**config.mk**
```make
export PLATFORM = sky130hd
export DESIGN_NAME = clk_ratio_divider
export DESIGN_NICKNAME = d
export VERILOG_FILES = /design/src/rtl/ratio_div_pkg.sv /design/src/rtl/ratio_div_ctrl.sv /design/src/rtl/ratio_div_dp.sv /design/src/rtl/clk_ratio_divider.sv
export SDC_FILE = /design/constraint.sdc
export NUM_CORES = 1
export LEC_CHECK = 0
export ABC_CLOCK_PERIOD_IN_PS = 3200
export BUFFER_PORTS_ARGS = -buffer_cell sky130_fd_sc_hd__buf_2
export CAP_MARGIN = 20
export CORE_UTILIZATION = 52
export DETAILED_ROUTE_END_ITERATION = 8
export MAX_ROUTING_LAYER = met4
export PLACE_DENSITY = 0.8
export SYNTH_ARGS = -nofsm -noshare
export SYNTH_HDL_FRONTEND = slang
export SYNTH_SLANG_ARGS = --single-unit
```
**constraint.sdc**
```tcl
create_clock -name clk -period 3.2 [get_ports clk]
set_clock_uncertainty 0.1 [all_clocks]
set_input_delay 0.32 -clock clk [delete_from_list [all_inputs] [get_ports clk]]
set_output_delay 0.32 -clock clk [all_outputs]
set_load 0.01 [all_outputs]
```
**src/rtl/ratio_div_pkg.sv**
```systemverilog
package ratio_div_pkg;
  localparam int RATIO_W = 6;
  localparam int RATIO_LSB = 8;
  localparam int FORCE_BIT = 1;
  localparam int TRIG_BIT = 8;
  localparam int EN_BIT = 25;
  localparam int CTRL_OFS = 0;
  localparam int RATIO_OFS = 8;
  localparam logic [RATIO_W-1:0] RESET_RATIO = RATIO_W'(8);

  typedef struct packed {
    logic               reloadStb;
    logic [RATIO_W-1:0] newRatio;
    logic               outEnable;
  } dpStrobe_t;

  function automatic logic isLegalRatio(input logic [RATIO_W-1:0] r);
    return (r == RATIO_W'(4)) || (r == RATIO_W'(5)) ||
           (r == RATIO_W'(6)) || (r == RATIO_W'(8));
  endfunction
endpackage

```
**src/rtl/ratio_div_ctrl.sv**
```systemverilog
module ratio_div_ctrl
  import ratio_div_pkg::*;
#(
  parameter int ADDR_W = 4,
  parameter int DATA_W = 32
) (
  input  logic              clk,
  input  logic              rstN,
  input  logic              wrEn,
  input  logic [ADDR_W-1:0] addr,
  input  logic [DATA_W-1:0] wrData,
  output logic [DATA_W-1:0] rdData,
  output dpStrobe_t         strobe
);
  localparam logic [DATA_W-1:0] RATIO_RST = DATA_W'(RESET_RATIO) << RATIO_LSB;

  logic [DATA_W-1:0] ctrlWord;
  logic [DATA_W-1:0] ratioWord;
  logic              trigPrev;
  logic [RATIO_W-1:0] shadowRatio;
  logic              trigEdge;

  always_ff @(posedge clk) begin
    if (!rstN) begin
      ctrlWord  <= '0;
      ratioWord <= RATIO_RST;
      trigPrev  <= 1'b0;
    end else begin
      trigPrev <= ctrlWord[TRIG_BIT];
      if (wrEn && addr == ADDR_W'(CTRL_OFS))  ctrlWord  <= wrData;
      if (wrEn && addr == ADDR_W'(RATIO_OFS)) ratioWord <= wrData;
    end
  end

  always_comb begin
    rdData = '0;
    if (addr == ADDR_W'(CTRL_OFS))  rdData = ctrlWord;
    if (addr == ADDR_W'(RATIO_OFS)) rdData = ratioWord;
  end

  assign shadowRatio = ratioWord[RATIO_LSB +: RATIO_W];
  assign trigEdge    = ctrlWord[TRIG_BIT] && !trigPrev;

  assign strobe.reloadStb = trigEdge && ctrlWord[FORCE_BIT] && isLegalRatio(shadowRatio);
  assign strobe.newRatio  = shadowRatio;
  assign strobe.outEnable = ctrlWord[EN_BIT];
endmodule

```
**src/rtl/ratio_div_dp.sv**
```systemverilog
module ratio_div_dp
  import ratio_div_pkg::*;
(
  input  logic               clk,
  input  logic               rstN,
  input  dpStrobe_t          strobe,
  output logic               clkOut,
  output logic               divHigh,
  output logic               gateOn,
  output logic [RATIO_W-1:0] cnt,
  output logic [RATIO_W-1:0] curRatio,
  output logic [RATIO_W-1:0] pendRatio
);
  logic periodEnd;

  assign periodEnd = (cnt == curRatio - RATIO_W'(1));
  assign divHigh   = (cnt < (curRatio >> 1));
  assign clkOut    = divHigh && gateOn;

  always_ff @(posedge clk) begin
    if (!rstN) begin
      cnt       <= '0;
      curRatio  <= RESET_RATIO;
      pendRatio <= RESET_RATIO;
      gateOn    <= 1'b0;
    end else begin
      if (strobe.reloadStb) pendRatio <= strobe.newRatio;
      if (periodEnd) begin
        cnt      <= '0;
        curRatio <= pendRatio;
      end else begin
        cnt <= cnt + RATIO_W'(1);
      end
      if (!divHigh) gateOn <= strobe.outEnable;
    end
  end
endmodule

```
**src/rtl/clk_ratio_divider.sv**
```systemverilog
module clk_ratio_divider
  import ratio_div_pkg::*;
#(
  parameter int ADDR_W = 4,
  parameter int DATA_W = 32
) (
  input  logic              clk,
  input  logic              rstN,
  input  logic              wrEn,
  input  logic [ADDR_W-1:0] addr,
  input  logic [DATA_W-1:0] wrData,
  output logic [DATA_W-1:0] rdData,
  output logic              clkOut
);
  dpStrobe_t          strobe;
  logic               divHigh;
  logic               gateOn;
  logic [RATIO_W-1:0] cnt;
  logic [RATIO_W-1:0] curRatio;
  logic [RATIO_W-1:0] pendRatio;

  ratio_div_ctrl #(.ADDR_W(ADDR_W), .DATA_W(DATA_W)) u_ctrl (
    .clk(clk), .rstN(rstN), .wrEn(wrEn), .addr(addr),
    .wrData(wrData), .rdData(rdData), .strobe(strobe)
  );

  ratio_div_dp u_dp (
    .clk(clk), .rstN(rstN), .strobe(strobe), .clkOut(clkOut),
    .divHigh(divHigh), .gateOn(gateOn), .cnt(cnt),
    .curRatio(curRatio), .pendRatio(pendRatio)
  );
endmodule

```
Yosys cells after proc, flatten, opt, wreduce, memory -nomap -nowiden
Cells that the tools add are included.
{"block": "classes", "addsub": 2, "n_lt_le_gt_ge": 1, "n_eq_ne": 6, "n_mux": 2, "n_bitwise": 1, "reduce_logical": 12}
{"op": "2-to-1 mux 32 bit", "n": 2}
{"op": "== test 6 x 3 -> 1 bit (second input constant)", "n": 3}
{"op": "adder 6 x 1 -> 6 bit (second input constant)", "n": 1}
{"op": "== test 6 x 4 -> 1 bit (second input constant)", "n": 1}
{"op": "== test 6 bit", "n": 1}
{"op": "logical AND 1 bit", "n": 6}
{"op": "less-than comparator 6 x 5 -> 1 bit", "n": 1}
{"op": "subtractor 6 x 1 -> 6 bit (second input constant)", "n": 1}
{"op": "== test 4 bit (second input constant)", "n": 1}
{"op": "zero test 4 bit", "n": 1}
{"op": "logical OR 1 bit", "n": 3}
{"op": "OR reduction 2 bit", "n": 1}
{"op": "zero test 1 bit", "n": 1}
{"op": "inverter 1 bit", "n": 1}
{"block": "totals", "register_bits": 84, "in_bits": 39, "out_inout_bits": 33, "wordCells": 31}

Logic depth before layout (Yosys ltp)
Gate-level depths: netlist of the first run.
{"block": "logic_depth", "word_depth": 5, "depth_mapped": 8, "ltp_nobuf": 7}

Hierarchy
A second synthesis of the first run with hierarchy kept.
{"block": "hier_totals", "cells_unflattened": 408, "hier_area_um2": 3878.7}
{"module": "ratio_div_ctrl", "n_inst": 1, "cells_per_inst": 302, "area_each_um2": 2855.2, "seq_area_each_um2": 1301.2}
{"module": "ratio_div_dp", "n_inst": 1, "cells_per_inst": 106, "area_each_um2": 1023.5, "seq_area_each_um2": 380.4}

Worst setup path after synthesis of the first run
No wires, ideal clock.
{"block": "synth_path", "kind": "register to register", "start": "register u_dp.curRatio[0]", "end": "register u_dp.curRatio[0]", "arrival_ns": 1.573, "setup_slack_ns": 1.408, "stages_incl_launch_ff": 9, "path_buffers": 1, "cell_sequence": "dfxtp_1 > inv_1 > ha_1 > and2_4 > a211o_1 > a31oi_1 > nor3_2 > buf_6 > mux2i_1"}
{"block": "synth_via", "elab_chain_cells": 2}
{"item": "start, declared", "line": "ratio_div_dp.sv:11", "source": "output logic [RATIO_W-1:0] curRatio,"}
{"item": "start signal, assigned", "line": "ratio_div_dp.sv:30", "source": "curRatio <= pendRatio;"}
{"item": "subtractor 6 x 1 -> 6 bit", "line": "ratio_div_dp.sv:16", "source": "assign periodEnd = (cnt == curRatio - RATIO_W'(1));"}
{"item": "== test 6 bit", "line": "ratio_div_dp.sv:16"}
No other way between the ends.
A chain may end at the register's enable or synchronous reset.

Worst setup path in the final report of the first run
{"block": "layout_path", "start": "register u_dp.curRatio[2]", "end": "output clkOut"}
{"block": "layout_via", "elab_chain_cells": 2}
{"item": "less-than comparator 6 x 5 -> 1 bit", "line": "ratio_div_dp.sv:17", "source": "assign divHigh = (cnt < (curRatio >> 1));"}
{"item": "logical AND 1 bit", "line": "ratio_div_dp.sv:18", "source": "assign clkOut = divHigh && gateOn;"}
{"item": "end, declared", "line": "clk_ratio_divider.sv:13", "source": "output logic clkOut"}
No other way between the ends.

==> results of run 1 <==
worst reg2reg max path, stage by stage, from the launching register on:
cell     delay (ns)
dfxtp_1        0.41
inv_1          0.08
ha_1           0.22
and2_4         0.15
o21ai_0        0.16
a31oi_1        0.13
nor3_2         0.31
buf_6          0.23
mux2i_1        0.21
power by group through the flow:
stage / clock network (mW) / registers, mW / logic [mW]
floorplan: 0 / 1.09 / 0.0701
global placement: 0 / 1.09 / 0.114
detailed placement: 0 / 1.09 / 0.117
CTS: 0.899 / 1.07 / 0.118
global route: 0.941 / 1.07 / 0.131
finish: 0.885 / 1.07 / 0.118
logic make-up after synthesis:
family / after synthesis / share of synthesized area, %
xor+xnor: 11 / 2.549
simple gates: 182 / 22.08
buf+inv: 39 / 4.733
compound gates: 107 / 22.05
flops: 84 / 44.49
mux: 8 / 2.119
fa+ha+maj: 6 / 1.986
routing by layer:
metal / share of wire [%] / vias up
li1: - / 1586
met4: 1.9 / 0
met3: 4.0 / 15
met2: 48 / 81
met5: 0 / -
met1: 46 / 1505
worst max path at each step:
stage                                   to  slack, ns  cells after the start
final                               clkOut       0.87                      7
after floorplan           u_dp.curRatio[0]       1.41                      8
after global routing                clkOut       0.70                      7
after global placement         u_dp.cnt[1]       0.81                      6
after detailed placement       u_dp.cnt[1]       0.72                      7
after CTS                      u_dp.cnt[1]       0.67                      7
layout make-up:
class	instances	area, um2	area share [%]
multi-input combinational	314	1919	43.42
inverter	8	30.03	0.6793
tap	96	120.1	2.717
clock inverter	4	98.84	2.236
sequential	84	1682	38.04
clock buffer	11	131.4	2.972
timing repair buffer	80	439.2	9.935
registers in the layout, summed over array words and instances, names as in the netlist:
signal            count
u_ctrl.ratioWord     32
u_ctrl.trigPrev       1
u_ctrl.ctrlWord      32
u_dp.cnt              6
u_dp.curRatio         6
u_dp.gateOn           1
u_dp.pendRatio        6
through the flow:
stage / instance area [um2] / hold slack, ns / utilization, % / instances / total power, mW
final: 4420 / 0.09469 / 64.00 / 597 / 2.073
after global routing: 4420 / 0.09944 / 64.00 / 597 / 2.144
after CTS: 4409 / 0.08428 / 63.84 / 596 / 2.087
after detailed placement: 4179 / 0.3448 / 60.51 / 581 / 1.211
after global placement: 4179 / 0.3405 / 60.51 / 581 / 1.208
after floorplan: 3780 / 0.3334 / - / 437 / 1.161
synth_stat cells, types with 2 or more instances:
library cell    n  area [um2]
buf_2           2       10.01
and3_1          2       12.51
nand2b_1        2       12.51
nand2_1       145       544.3
inv_1           8       30.03
nor2_1          5       18.77
buf_4           6       45.04
a21oi_1         2       10.01
and2_1          5       31.28
o21ai_1         2       10.01
dfxtp_1        84        1682
nor3b_2         5       62.56
xor2_1          6       52.55
nand3_1         5       25.02
o21ai_0         2       10.01
nor2b_1         2       12.51
mux2i_1         8       80.08
a22o_1         32       280.3
a21boi_0        4       30.03
ha_1            6       75.07
xnor2_1         5       43.79
clkbuf_1       22       82.58
a21boi_1       59       442.9
nor3_1          2       10.01
==> metrics.cfg, run 1 <==
[setup_path]
worstPathArrival_ns=1.91
crit_start=u_dp.curRatio[2]
critPathTopFamily=compound AO/OA/AOI/OAI gates
reg2reg_slack_ns=1.13
critPathRequiredTime_ns=2.78
critPathKind=flop to output pin
crit_buf_inv=2
cp_cell_sequence=inv_1 -> ha_1 -> a21o_1 -> a21oi_1 -> o21ai_0 -> nor2_1 -> buf_2
reg2reg_from=u_dp.curRatio[0]
crit_fanout=6
worst_setup_path_start_kind=flop
cpPeakStageDelay_ns=0.43
ff2ff_path_depth=8
crit_slowest_cell=dfxtp_1
cp-end-kind=output pin
r2r-end=u_dp.curRatio[5]

[global_routing]
grt_start_max_net_pins=57
antenna_found_initial=0
busiest_layer=met2
use_met1_pct=29.02
grt_overflow=0
grtUsageMet3_pct=4.171
grt_pass1_vias=3085
grt_usage_pct=24.27
use_met2_pct=39.70
grt_pass1_wl_um=13800

[power]
peakVddDrop_v=0.0002821
powerDensity_nw_per_um2=469.0
p_switching_uw=443.2
combPwrFrac_pct=5.7
p_clk_share_pct=42.7
switching_share_pct=21.38
leakagePower_nw=1.769
internal_power_mw=1.630
power_frac_seq_pct=51.6

[clocking]
postCtsSetupBuffers=0
numCtsBuffers=9
clkTransAtPathRegs_ns=0.08
postCtsHoldBufs=0
clk_path_buf_depth=2
cts_tree=yes
root_buffer=clkbuf_8
clock_latency_ns=0.35
cts_max_level=3
ctsResizeCount=0
clock-sinks=84

[logic_synthesis]
ys_ff_latch=84
syn-num-nets=482
syn_area_um2=3780
postSynthAreaPerCell_um2=8.650
async_reset_ff_share_pct=0
syn-instance-count=437
synth_edf_count=0
ys_seq_area_share_pct=44.49
synth.distinct_cells=40
yosys_warnings=0
synth_ff_type=dfxtp_1

[placed_design]
hpwl_um=5254
gp_congestion=0.7746
io_buffers=71
post-place-ws_ns=0.7229

[routing]
ant_nets=0
drc=0
wl_per_cell_um=13.80
vias=3187
drtIter0Drc=141
drt-total-wl_um=8240
drt-vias-per-instance=5.338
drtPass1Iterations=4

[timing]
tightestPinTransition_ns=0.5944
rsz0062_at_grt=false
fmax_mhz=429.1
max-slew-margin-rel_pct=60.28
layout_min_cycle_time_ns=2.330
drv_slew=0
fin_ws_ns=0.8696
period_share_pct=72.82
setup_tns_ns=0
setup_viol=0
finalHoldViolations=0

[final_layout]
diodes=0
final_common_cell=nand2_1
syn2layout_area_growth_pct=16.95
nFillCells=621
drive_gt1_share_pct=20.76
layout.nets=542
final_cell_mix=nand2_1, dfxtp_1, buf_2, a21boi_1, a22o_1

[floorplan]
die_width_um=87.26
start_util_pct=54.73
io_pins=72
die_h_um=87.26
rows=30
die_area_um2=7614
core_area_um2=6907

[worst_hold_path]
hold_class=input port to flop
min_from=wrData[11]
min_to=u_ctrl.ratioWord[11]
worstHoldPathCells=3

[outcome]
status=completed

[run]
maxCapViolations=0

(Power assumes the default switching activity.)
==> run 2: changes to the inputs <==
Settings changed: ABC_CLOCK_PERIOD_IN_PS 3200 to 2400.
Clock period 3.2 ns to 2.4 ns, I/O delays scaled along.
==> run 2 against run 1 <==
Effect of this change:
- hold slack lost 0.081 ns
- cell count increased by 0.84%
- first-iteration DRC count decreased by 18%
- sequential power is 33% higher
- critical endpoint unchanged
==> metrics.cfg, run 2 (synthesized netlist as in run 1, its figures left out) <==
[outcome]
status=completed

[power]
peakVddDrop_v=0.0004677  ; +66%
powerDensity_nw_per_um2=590.7  ; +26%
leakagePower_nw=1.795  ; +1.4%

[timing]
tightestPinTransition_ns=0.6956  ; +0.1012 ns
drv_slew=0  ; unchanged
setup_viol=0  ; unchanged
fin_ws_ns=0.1779  ; -0.6918 ns
max-slew-margin-rel_pct=53.48  ; -6.8 points
period_share_pct=92.59
finalHoldViolations=0  ; unchanged
layout_min_cycle_time_ns=2.222
rsz0062_at_grt=false
fmax_mhz=450.0

[setup_path]
critPathRequiredTime_ns=2.06  ; -0.72 ns
crit_fanout=6  ; unchanged
cp_cell_sequence=inv_1 -> ha_1 -> a21o_1 -> a21oi_1 -> o21ai_0 -> nor2_1 -> buf_2
crit_buf_inv=2  ; unchanged
worst_setup_path_start_kind=flop
worstPathArrival_ns=1.88  ; -0.03 ns
critPathTopFamily=compound AO/OA/AOI/OAI gates
critPathKind=flop to output pin
cp-end-kind=output pin
crit_slowest_cell=dfxtp_1
cpPeakStageDelay_ns=0.43  ; about the same

[clocking]
clock-sinks=84  ; unchanged
postCtsSetupBuffers=0  ; unchanged
clock_latency_ns=0.36  ; about the same
clkTransAtPathRegs_ns=0.09  ; about the same
clk_path_buf_depth=2  ; unchanged
numCtsBuffers=9  ; unchanged
cts_tree=yes
root_buffer=clkbuf_8
cts_max_level=3  ; unchanged

[floorplan]
io_pins=72  ; unchanged
core_area_um2=6907  ; unchanged
start_util_pct=54.73  ; unchanged
die_h_um=87.26  ; unchanged
rows=30  ; unchanged
die_area_um2=7614  ; unchanged
die_width_um=87.26  ; unchanged

[global_routing]
grt_pass1_vias=3144  ; +1.9%
grt_start_max_net_pins=52  ; -8.8%
grt_usage_pct=24.35  ; +0.082 points
grt_overflow=0  ; unchanged
grt_pass1_wl_um=13800  ; unchanged
antenna_found_initial=0  ; unchanged

[routing]
drt-total-wl_um=8178  ; -0.75%
ant_nets=0  ; unchanged
vias=3194  ; +0.22%
drtIter0Drc=116  ; -18%
wl_per_cell_um=13.58  ; -1.6%
drtPass1Iterations=4  ; unchanged
drc=0  ; unchanged
drt-vias-per-instance=5.306  ; -0.61%

[final_layout]
fin_cells=602  ; +0.84%
diodes=0  ; unchanged
final_cell_mix=nand2_1, dfxtp_1, buf_2, a21boi_1, a22o_1
reg_top3=u_ctrl.ctrlWord: 32 flops, u_ctrl.ratioWord: 32 flops
layout.nets=546  ; +0.74%
syn2layout_area_growth_pct=18.34
drive_gt1_share_pct=21.74  ; +0.98 points
final_common_cell=nand2_1

[placed_design]
hpwl_um=5390  ; +2.6%
dp.cells=585  ; +0.69%
post-place-ws_ns=-0.04221  ; -0.7652 ns
io_buffers=71  ; unchanged
gp_congestion=0.8095  ; +4.5%

[worst_hold_path]
hold_class=input port to flop

[run]
maxCapViolations=0  ; unchanged

run 2: per-stage QoR:
stage | power (mW) | utilization (%) | hold slack [ns] | TNS (ns) | area, um2
after floorplan | 1.548 | - | 0.2642 | 0 | 3780
after global placement | 1.616 | 61.49 | 0.3395 | 0 | 4247
after detailed placement | 1.621 | 61.49 | 0.3453 | -0.04221 | 4247
after CTS | 2.669 | 64.76 | 0.003839 | 0 | 4473
after global routing | 2.740 | 64.76 | 0.01524 | 0 | 4473
final | 2.642 | 64.76 | 0.01368 | 0 | 4473
run 2: cell type report:
class	count	area, um2
multi-input cells	314	1926
well taps	96	120.1
flip-flops and latches	84	1682
fillers	608	2434
repair buffers	84	505.5
clock inverters	5	58.81
clock buffers	11	151.4
inverters	8	30.03
run 2: per-layer routing:
layer	track usage (%)	vias to the layer above	share of wire [%]
li1	-	1593	-
met4	9.240	0	2.0
met3	5.118	14	4.2
met5	-	-	0
met1	27.91	1515	43
met2	41.76	72	50
run 2: timing repair:
| item | CTS | global route |
|---|---|---|
| endpoints found under the setup margin | 1 | 0 |
| gates resized for setup | 1 | 0 |
| hold buffers | 1 | 0 |
| hold endpoints to repair | 1 | 0 |
run 2: final timing paths:
path                          start                    to  slack, ns  depth (start not counted)
setup / recovery   u_dp.curRatio[2]                clkOut       0.18                          7
hold / removal           wrData[20]  u_ctrl.ratioWord[20]       0.01                          3
setup reg to reg   u_dp.curRatio[1]           u_dp.cnt[1]       0.24                          7
hold reg to reg   u_dp.pendRatio[4]      u_dp.curRatio[4]       0.35                          2
run 2: tightest hold or removal path, cell delays in order:
cell and delay [ns]:
buf_2 0.10, nand2_1 0.05, a21boi_1 0.04
run 2: report_power, final:
| group | total, mW | leakage, nW | switching, mW | internal (mW) |
|---|---|---|---|---|
| clock | 1.05 | 0.102 | 0.513 | 0.539 |
| sequential | 1.42 | 0.678 | 0.0135 | 1.41 |
| combinational | 0.166 | 1.01 | 0.0855 | 0.0805 |
| total | 2.64 | 1.79 | 0.611 | 2.03 |
